$ cat src/rtl/trace_pc_rebuild_pkg.sv
`timescale 1ns/1ps
package trace_pc_rebuild_pkg;
  typedef enum logic [1:0] {
    KIND_RESULT = 2'b00,
    KIND_ADDR   = 2'b01,
    KIND_BRANCH = 2'b10
  } entry_kind_e;

  typedef enum logic {
    ST_IDLE = 1'b0,
    ST_LOOK = 1'b1
  } seq_state_e;
endpackage

$ cat src/rtl/tpr_insn_class.sv
`timescale 1ns/1ps
// Classifies an opcode as control transfer or memory access, and gives its length.
module tpr_insn_class #(
  parameter int ILEN = 32
) (
  input  logic [ILEN-1:0] insn,
  output logic            is_flow,
  output logic            is_mem,
  output logic            is_full
);
  logic [6:0] major;
  logic [2:0] c_f3;

  always_comb begin
    major   = insn[6:0];
    c_f3    = insn[15:13];
    is_full = (insn[1:0] == 2'b11);
    is_flow = 1'b0;
    is_mem  = 1'b0;
    if (is_full) begin
      is_flow = (major == 7'h6f) || (major == 7'h67) || (major == 7'h63) ||
                ((major == 7'h0b) && (insn[31:25] == 7'h02));
      is_mem  = (major == 7'h03) || (major == 7'h23);
    end else begin
      case (insn[1:0])
        2'b00: is_mem  = (c_f3 == 3'b010) || (c_f3 == 3'b110);
        2'b01: is_flow = (c_f3 == 3'b001) || (c_f3 == 3'b101) ||
                         (c_f3 == 3'b110) || (c_f3 == 3'b111);
        2'b10: begin
          is_mem  = (c_f3 == 3'b010) || (c_f3 == 3'b110);
          is_flow = (c_f3 == 3'b100) && (insn[6:2] == 5'd0) && (insn[11:7] != 5'd0);
        end
        default: begin
          is_flow = 1'b0;
          is_mem  = 1'b0;
        end
      endcase
    end
  end
endmodule

$ cat src/rtl/tpr_pc_state.sv
`timescale 1ns/1ps
// Tracked PC, sync flag and previous interrupt bit.
module tpr_pc_state #(
  parameter int          PC_W   = 32,
  parameter logic [31:0] IRQ_PC = 32'h10
) (
  input  logic            clk,
  input  logic            rst_n,
  input  logic            accept,
  input  logic            word_irq,
  input  logic            upd_en,
  input  logic [PC_W-1:0] upd_pc,
  input  logic            upd_sync,
  output logic [PC_W-1:0] pc_q,
  output logic            sync_q,
  output logic [PC_W-1:0] eff_pc,
  output logic            eff_sync
);
  logic            irq_q;
  logic            irq_rise;
  logic [PC_W-1:0] pc_d;
  logic            sync_d;
  logic            irq_d;
  logic            st_en;

  always_comb begin
    irq_rise = word_irq & ~irq_q;
    eff_pc   = irq_rise ? PC_W'(IRQ_PC) : pc_q;
    eff_sync = sync_q | irq_rise;
    st_en    = upd_en | accept;
    irq_d    = accept ? word_irq : irq_q;
    if (upd_en) begin
      pc_d   = upd_pc;
      sync_d = upd_sync;
    end else begin
      pc_d   = eff_pc;
      sync_d = eff_sync;
    end
  end

  always_ff @(posedge clk or negedge rst_n) begin
    if (!rst_n) begin
      pc_q   <= '0;
      sync_q <= 1'b0;
      irq_q  <= 1'b0;
    end else if (st_en) begin
      pc_q   <= pc_d;
      sync_q <= sync_d;
      irq_q  <= irq_d;
    end
  end
endmodule

$ cat src/rtl/trace_pc_rebuild.sv
`timescale 1ns/1ps
module trace_pc_rebuild
  import trace_pc_rebuild_pkg::*;
#(
  parameter int          PC_W   = 32,
  parameter int          ILEN   = 32,
  parameter logic [31:0] IRQ_PC = 32'h10
) (
  input  logic              clk,
  input  logic              rst_n,
  input  logic              in_valid,
  output logic              in_ready,
  input  logic [PC_W+3:0]   in_word,
  output logic              imem_req,
  output logic [PC_W-1:0]   imem_addr,
  input  logic              imem_rsp_valid,
  input  logic              imem_hit,
  input  logic [ILEN-1:0]   imem_insn,
  output logic              out_valid,
  output logic [PC_W-1:0]   out_pc,
  output logic [1:0]        out_kind,
  output logic              out_irq,
  output logic              out_synced,
  output logic              out_class_err,
  output logic              out_miss
);
  localparam int IRQ_BIT  = PC_W + 3;
  localparam int ADDR_BIT = PC_W + 1;
  localparam int BR_BIT   = PC_W;
  localparam logic [PC_W-1:0] STEP_FULL = PC_W'(4);
  localparam logic [PC_W-1:0] STEP_HALF = PC_W'(2);

  seq_state_e      st_q, st_d;
  entry_kind_e     w_kind, hold_kind;
  logic            hold_irq;
  logic [PC_W-1:0] hold_pay;
  logic            hold_en;
  logic            accept;

  logic [PC_W-1:0] pc_q, eff_pc, upd_pc;
  logic            sync_q, eff_sync, upd_en, upd_sync;
  logic            is_flow, is_mem, is_full;

  logic            beat_en;
  logic [PC_W-1:0] b_pc;
  entry_kind_e     b_kind;
  logic            b_irq, b_sync, b_err, b_miss;

  tpr_pc_state #(.PC_W(PC_W), .IRQ_PC(IRQ_PC)) u_state (
    .clk      (clk),
    .rst_n    (rst_n),
    .accept   (accept),
    .word_irq (in_word[IRQ_BIT]),
    .upd_en   (upd_en),
    .upd_pc   (upd_pc),
    .upd_sync (upd_sync),
    .pc_q     (pc_q),
    .sync_q   (sync_q),
    .eff_pc   (eff_pc),
    .eff_sync (eff_sync)
  );

  tpr_insn_class #(.ILEN(ILEN)) u_class (
    .insn    (imem_insn),
    .is_flow (is_flow),
    .is_mem  (is_mem),
    .is_full (is_full)
  );

  assign in_ready  = (st_q == ST_IDLE);
  assign imem_req  = (st_q == ST_LOOK);
  assign imem_addr = pc_q;
  assign accept    = in_valid & in_ready;

  // Branch bit outranks address bit.
  always_comb begin
    if (in_word[BR_BIT])        w_kind = KIND_BRANCH;
    else if (in_word[ADDR_BIT]) w_kind = KIND_ADDR;
    else                        w_kind = KIND_RESULT;
  end

  always_comb begin
    st_d     = st_q;
    hold_en  = 1'b0;
    beat_en  = 1'b0;
    b_pc     = '0;
    b_kind   = w_kind;
    b_irq    = in_word[IRQ_BIT];
    b_sync   = 1'b0;
    b_err    = 1'b0;
    b_miss   = 1'b0;
    upd_en   = 1'b0;
    upd_pc   = pc_q;
    upd_sync = sync_q;
    case (st_q)
      ST_IDLE: begin
        if (accept) begin
          if (eff_sync) begin
            st_d    = ST_LOOK;
            hold_en = 1'b1;
          end else begin
            beat_en = 1'b1;
            if (w_kind == KIND_BRANCH) begin
              upd_en   = 1'b1;
              upd_pc   = {in_word[PC_W-1:1], 1'b0};
              upd_sync = 1'b1;
            end
          end
        end
      end
      ST_LOOK: begin
        if (imem_rsp_valid) begin
          st_d    = ST_IDLE;
          beat_en = 1'b1;
          b_pc    = pc_q;
          b_kind  = hold_kind;
          b_irq   = hold_irq;
          b_sync  = 1'b1;
          upd_en  = 1'b1;
          if (imem_hit) begin
            b_err    = ((hold_kind == KIND_BRANCH) & ~is_flow) |
                       ((hold_kind == KIND_ADDR) & ~is_mem);
            upd_sync = 1'b1;
            case (hold_kind)
              KIND_BRANCH: upd_pc = {hold_pay[PC_W-1:1], 1'b0};
              KIND_ADDR:   upd_pc = pc_q;
              default:     upd_pc = pc_q + (is_full ? STEP_FULL : STEP_HALF);
            endcase
          end else begin
            b_miss   = 1'b1;
            upd_sync = (hold_kind == KIND_BRANCH);
            upd_pc   = (hold_kind == KIND_BRANCH) ? {hold_pay[PC_W-1:1], 1'b0} : pc_q;
          end
        end
      end
      default: st_d = ST_IDLE;
    endcase
  end

  always_ff @(posedge clk or negedge rst_n) begin
    if (!rst_n) begin
      st_q      <= ST_IDLE;
      hold_kind <= KIND_RESULT;
      hold_irq  <= 1'b0;
      hold_pay  <= '0;
    end else begin
      st_q <= st_d;
      if (hold_en) begin
        hold_kind <= w_kind;
        hold_irq  <= in_word[IRQ_BIT];
        hold_pay  <= in_word[PC_W-1:0];
      end
    end
  end

  always_ff @(posedge clk or negedge rst_n) begin
    if (!rst_n) begin
      out_valid     <= 1'b0;
      out_pc        <= '0;
      out_kind      <= 2'b00;
      out_irq       <= 1'b0;
      out_synced    <= 1'b0;
      out_class_err <= 1'b0;
      out_miss      <= 1'b0;
    end else begin
      out_valid <= beat_en;
      if (beat_en) begin
        out_pc        <= b_pc;
        out_kind      <= b_kind;
        out_irq       <= b_irq;
        out_synced    <= b_sync;
        out_class_err <= b_err;
        out_miss      <= b_miss;
      end
    end
  end
endmodule

$ cat config.mk
export PLATFORM = sky130hd
export DESIGN_NAME = trace_pc_rebuild
export DESIGN_NICKNAME = d
export VERILOG_FILES = /design/src/rtl/trace_pc_rebuild_pkg.sv /design/src/rtl/tpr_insn_class.sv /design/src/rtl/tpr_pc_state.sv /design/src/rtl/trace_pc_rebuild.sv
export SDC_FILE = /design/constraint.sdc
export NUM_CORES = 1
export LEC_CHECK = 0
export BUFFER_PORTS_ARGS = -buffer_cell sky130_fd_sc_hd__buf_2
export CAP_MARGIN = 0
export CELL_PAD_IN_SITES_DETAIL_PLACEMENT = 1
export CELL_PAD_IN_SITES_GLOBAL_PLACEMENT = 1
export CORE_MARGIN = 8
export CORE_UTILIZATION = 35
export CTS_BUF_LIST = sky130_fd_sc_hd__clkbuf_4 sky130_fd_sc_hd__clkbuf_8 sky130_fd_sc_hd__clkbuf_16
export DETAILED_ROUTE_END_ITERATION = 7
export PLACE_DENSITY_LB_ADDON = 0.1
export REMOVE_ABC_BUFFERS = 1
export SLEW_MARGIN = 5
export SYNTH_ARGS = -nofsm -noshare
export SYNTH_HDL_FRONTEND = slang
export SYNTH_SLANG_ARGS = --single-unit
$ cat constraint.sdc
create_clock -name clk -period 6.1 [get_ports clk]
set_clock_uncertainty 0.05 [all_clocks]
set_input_delay 0.61 -clock clk [delete_from_list [all_inputs] [get_ports clk]]
set_output_delay 0.61 -clock clk [all_outputs]
set_load 0.02 [all_outputs]
==> run metrics, run 1 <==
dominant cell type by area after synthesis=dfrtp_1; maximum clock path buffer count=2; compound-gate portion of the synthesized area=roughly a fifth; min cycle time layout=approximately 3000 ps; Post-Synth Adder-Cell Area=between 1.5 and 2%; unrepaired setup endpoints after global routing=false; Post-synth ARST share=100.0%; Num CTS Buffers=9; fmax=between 0.3 and 0.4 GHz; actual slew at the worst max-slew pin=1208 ps; Worst EP arrival=about 3200 ps; Cells after Synth=between 500 and 600; DR iter-0 viols=256; Resize count post-CTS=0; Layout area overhead=19.96%; largest family of logic cells by synthesized area=compound AO/OA/AOI/OAI gates; Die Y=roughly 140 um; RePlAce Congestion=between 0.7 and 0.8; root buf cell=clkbuf_16; Worst setup EP type=flip-flop; Synth Cell Area=0.005637 mm^2; post-synth top area share=between 40% and 50%; final-report setup violation count=0; max-cap violations=0; Pins Over Slew Limit=0; vias per cell=5.653; HPWL Detailed=between 10000 and 15000 um; initial antenna violation count=0; Die X-Extent=between 100 and 150 um; hold_buf cts=0; final hold violation count=0; Diodes inserted=0; gr usage total=between 15 and 20%; top post-synthesis cells by area=dfrtp_1 (48%), mux2_2 (7.2%), a22o_1 (5.1%); vias in the first global route=around 5400; Pwr Density=slightly above 500 mW/mm^2; Util after Layout=between 40% and 50%; post-synthesis mux area share=7.725%; critical-path maximum fanout=39; drt first pass iters=4; worst vdd ir=0.1873 mV; ANT nets after route=0; nets@finish=743; Worst setup SP type=flip-flop; CTS sink cnt=approximately 110; Post-synth EDFFs=0; Critical Path RT=~6300 ps; share of layout cells above drive strength 1=between 20% and 30%; io pins=roughly 150; Total Wirelength=roughly 19000 um; I/O Buffers=between 100 and 150; most frequent cells in the layout=buf_2 (131), dfrtp_1 (107), nand2_1 (46); Fill cells=between 1500 and 2000; register bit total from synthesis=roughly 110; XOR/XNOR Fraction of Synth Area=around 1.2%; top_reg_cell synth=dfrtp_1; Rel. slew slack=between 10% and 20%; Leakage=3.077 nW; fin crit share=roughly 50%; vias=4997; critical path class=flip-flop to flip-flop; largest net degree at the start of global routing=56; DR WL/cell=roughly 22 um; number of H-tree levels=3; Die ar.=around 0.02 mm^2; Setup TNS Final=0 ps; DRC=0; YS warnings=0; Post-CTS Setup Repair Bufs=0; Clk Latency, worst-skew pair=approximately 360 ps; Clk pin slew, worst setup/hold paths=70 ps; status=finished, final reports clean; CTS tree=built; library cells used by synthesis=65; first-pass GRT wire length=around 30000 um; hold crit path type=primary input to asynchronous set/reset pin; post-synthesis sequential area ratio=approximately 48%; Avg Cell Area, Syn=around 10 um^2; most common cell after layout, fill and taps aside=buf_2; total gr overflow=0; Core Area=0.01583 mm^2; Cell Rows=46; initial core utilization=between 30% and 40%; post-synthesis simple-gate area fraction=approximately 16%; Pwr Total=around 3.4 mW
synthesized netlist by cell type, types with 3 or more instances:
library cell	count
o21ai_0	40
nor2_1	20
clkbuf_1	33
dfrtp_1	107
nand3_1	21
nor2b_1	8
o2bb2ai_1	4
nand2_1	46
and3_1	9
xnor2_1	6
nand2b_1	8
o31ai_1	9
a22o_1	33
a2bb2oi_1	4
a22oi_1	6
a21oi_1	14
nor3_1	9
nor4b_1	5
mux2i_1	3
a21o_1	3
a31oi_1	9
nand4_1	7
ha_1	6
a221oi_1	5
nor4_1	10
and4_1	7
or4_1	4
inv_1	13
o211ai_1	6
buf_4	5
o22ai_1	4
mux2_2	36
and2_1	7
a221o_1	3
per-stage QoR:
| step | cells | setup WS [ps] | area [um^2] | hold WS (ps) |
|---|---|---|---|---|
| CTS | 884 | 3050 | 6761 | 264.1 |
| detailed placement | 868 | 2745 | 6475 | 415.3 |
| global placement | 868 | 2812 | 6475 | 405.9 |
| finish | 884 | 3072 | 6761 | 248.1 |
| floorplan | 510 | 2961 | 5440 | 264.4 |
| global route | 884 | 2818 | 6761 | 305.8 |
metal layers:
metal  track usage, %  part of all wire, %
met1            24.18                   45
met2            32.32                   48
met3            5.142                  5.0
met4            5.872                  1.6
met5                0                    0
kinds of logic after synthesis:
kind of cell / after synthesis
AOI/OAI and AO/OA: 166
xor gates and xnor gates: 8
adders and majority gates: 7
buffers and inverters: 57
DFF: 107
muxes: 39
other: 1
and+or+nand+nor: 168
power by group:
part	switching [mW]	internal (mW)	total (mW)
Clock	0.287	0.292	0.579
Combinational	0.913	0.589	1.50
Sequential	0.313	1.03	1.34
Total	1.51	1.91	3.42
worst max-delay path, cell delays in order, from the launching register on:
cell and delay (ps):
dfrtp_1 370, buf_4 400, nand2_1 470, o21ai_1 1080
o22ai_1 170, or3_1 360
final cells by class:
| cell class | instances | area, um^2 | area share, % |
|---|---|---|---|
| multi-input combinational | 389 | 2736 | 40.47 |
| sequential | 107 | 2678 | 39.60 |
| timing repair buffer | 142 | 738.2 | 10.92 |
| tap | 216 | 270.3 | 3.997 |
| clock buffer | 10 | 239.0 | 3.534 |
| inverter | 14 | 52.55 | 0.7772 |
| clock inverter | 6 | 47.55 | 0.7032 |
flip-flops by register name, summed over array words and instances, names as in the netlist:
register	count
out_synced	1
out_valid	1
u_state.pc_q	31
u_state.sync_q	1
u_state.irq_q	1
out_miss	1
imem_req	1
hold_kind	2
out_class_err	1
out_pc	32
hold_pay	31
out_kind	2
out_irq	1
hold_irq	1
worst paths after layout:
check | start | slack (ps) | to | depth (start not counted)
hold / removal | rst_n | 250 | out_synced | 1
max in group asynchronous | rst_n | 4560 | out_pc[20] | 2
setup reg to reg | imem_req | 3070 | u_state.pc_q[25] | 5
hold reg to reg | out_pc[31] | 420 | out_pc[31] | 2
min in group clk | out_pc[31] | 420 | out_pc[31] | 2
setup / recovery | imem_req | 3070 | u_state.pc_q[25] | 5
Note: power is estimated with default switching activity, not from simulation.
==> inputs of run 2 (changes only) <==
- clock period: 6.1 -> 2.67 ns (I/O delays scaled with it)
==> run 2 against run 1 <==
  * Routed wire length increased by 2.8%
  * Critical endpoint is now u_state.pc_q[26]
  * Largest power group unchanged
  * Power increased by 140%
  * Highest routed layer unchanged
  * Maximum frequency increased by 25%
  * Sequential share of layout area decreased by 1.5 points
==> run metrics, run 2 (synthesized netlist as in run 1, its figures left out) <==
max FFs per register=32 (unchanged); Pins Over Slew Limit=0 (unchanged); worst-path cell chain=nand4_4 > or4_4 > nor3_4 > a311oi_1 > or4_1; Worst setup EP type=flip-flop; min cycle time layout=2414 ps (-613.4 ps); P_sw=3.463 mW (+130%); max-cap violations=0 (unchanged); Worst EP arrival=2600 ps (-610 ps); status=finished, final reports clean; Clk pin slew, worst setup/hold paths=70 ps (about the same); RePlAce Congestion=0.8280 (+6.2%); Post-Place Cells=897 (+3.3%); Setup TNS Final=0 ps (unchanged); Core Area=0.01583 mm^2 (unchanged); drt first pass iters=4 (unchanged); Layout area overhead=24.75%; Cell Rows=46 (unchanged); Pwr Density=1152 mW/mm^2 (+130%); hold crit path type=primary input to flip-flop; internal power=4.639 mW (+140%); CTS tree=built; unrepaired setup endpoints after global routing=false; Num CTS Buffers=9 (unchanged); Critical Path RT=2850 ps (-3430 ps); Diodes inserted=0 (unchanged); first-pass GRT wire length=31510 um (+2.7%); Hold WS=75.55 ps (-172.5 ps); ANT nets after route=0 (unchanged); pre-CTS setup slack=109.7 ps (-2636 ps); Final Cell Area=0.007032 mm^2 (+4.0%); root buf cell=clkbuf_16; vias=5147 (+3.0%); Area after DPL=0.006718 mm^2 (+3.7%); Fill cells=1815 (-1.5%); biggest regs=out_pc (32), hold_pay (31), u_state.pc_q (31); largest net degree at the start of global routing=45 (-20%); gr usage total=19.97% (+0.52 points); maximum clock path buffer count=2 (unchanged); Sw Ratio=42.74% (-1.5 points); most frequent cells in the layout=buf_2 (131), dfrtp_1 (107), nand2_1 (46); actual slew at the worst max-slew pin=939.9 ps (-267.9 ps); CP peak stage delay=640 ps (-440 ps); Util after Layout=44.43% (+1.7 points); vias in the first global route=5623 (+3.5%); Rel. slew slack=36.92% (+18 points); DRC=0 (unchanged); vias per cell=5.631 (-0.38%); fmax=0.4142 GHz (+25%); Die ar.=0.02042 mm^2 (unchanged); most common cell after layout, fill and taps aside=buf_2; initial core utilization=35.61% (unchanged); total gr overflow=0 (unchanged); Clk Latency, worst-skew pair=360 ps (about the same); Die Y=142.9 um (unchanged); Pwr Total=8.102 mW (+140%); number of H-tree levels=3 (unchanged); slowest stage cell on the critical path=or4_4; setup ws final=255.7 ps (-2817 ps); DR WL/cell=21.50 um (-0.60%); Die X-Extent=142.9 um (unchanged); Logic pwr share=45.5% (+1.6 points); DR iter-0 viols=298 (+16%); fin crit share=90.42% (+41 points); Post-CTS Setup Repair Bufs=0 (unchanged); share of total power in the clock network=17.4% (+0.5 points); non-filler cells, final=914 (+3.4%); I/O Buffers=132 (unchanged); share of layout cells above drive strength 1=32.81% (+2.9 points); final hold violation count=0 (unchanged); worst vdd ir=0.4183 mV (+120%); Leakage=3.251 nW (+5.7%); critical path class=flip-flop to flip-flop; CTS sink cnt=107 (unchanged); initial antenna violation count=0 (unchanged); nets@finish=773 (+4.0%); HPWL Detailed=14380 um (+8.1%); most flop-heavy register=out_pc; Worst setup SP type=flip-flop; final-report setup violation count=0 (unchanged); part of the power in registers=37.1% (-2.1 points); Total Wirelength=19650 um (+2.8%); critical-path maximum fanout=8 (-79%); io pins=146 (unchanged)
==> run 2: cell types whose count changed in the layout (fill, tap and decap cells not counted), sizes merged <==
| cell | delta |
|---|---|
| inv | -2 |
| bufinv | +1 |
| buf | +29 |
| clkbuf | +4 |
| dlygate4sd3 | +1 |
| clkinvlp | -1 |
| clkinv | -2 |
==> run 2: area by class of cell <==
cell class	count	area [um^2]	share of cell area (%)
clock buffer	14	269.0	3.826
clock inverter	2	35.03	0.4982
inverter	14	52.55	0.7473
multi-input combinational	389	2736	38.91
sequential	107	2678	38.08
tap	216	270.3	3.843
timing repair buffer	172	991.0	14.09
==> run 2: worst paths after layout <==
check,cells after the start,slack [ps],end,start
max,5,260,u_state.pc_q[26],u_state.pc_q[7]
min,2,80,imem_req,imem_rsp_valid
max reg2reg,5,260,u_state.pc_q[26],u_state.pc_q[7]
min reg2reg,2,420,out_pc[31],out_pc[31]
max in group asynchronous,3,1440,hold_pay[3],rst_n
min in group asynchronous,2,440,out_irq,rst_n
==> run 2: metal layers <==
metal	global-route usage (%)	vias to the layer above	wire length, um
met2	32.99	117	9515
li1	-	2366	-
met1	25.83	2650	8841
met3	3.940	14	1075
met5	0	-	0
met4	5.928	0	220
==> run 2: critical path: cells and delay by family (launching register included) <==
kind / cells / cell delay (ps)
AND/OR/NAND/NOR: 4 / 1570
flip-flops: 1 / 540
AO/OA/AOI/OAI: 1 / 130
==> run 2: power by group through the flow <==
stage	Sequential [mW]	Combinational, mW	Clock (mW)
after detailed placement	3.02	3.74	0
after floorplan	3.50	1.63	0
after global placement	2.97	3.64	0
after CTS	3.00	3.76	1.44
after global routing	3.13	4.05	1.49
final	3.01	3.69	1.41
==> run 2: what timing repair did <==
| item | 4_1_cts | 5_1_grt |
|---|---|---|
| gates resized for setup | 0 | 0 |
| hold buffers | 1 | 0 |
| endpoints found under the hold margin | 41 | 0 |
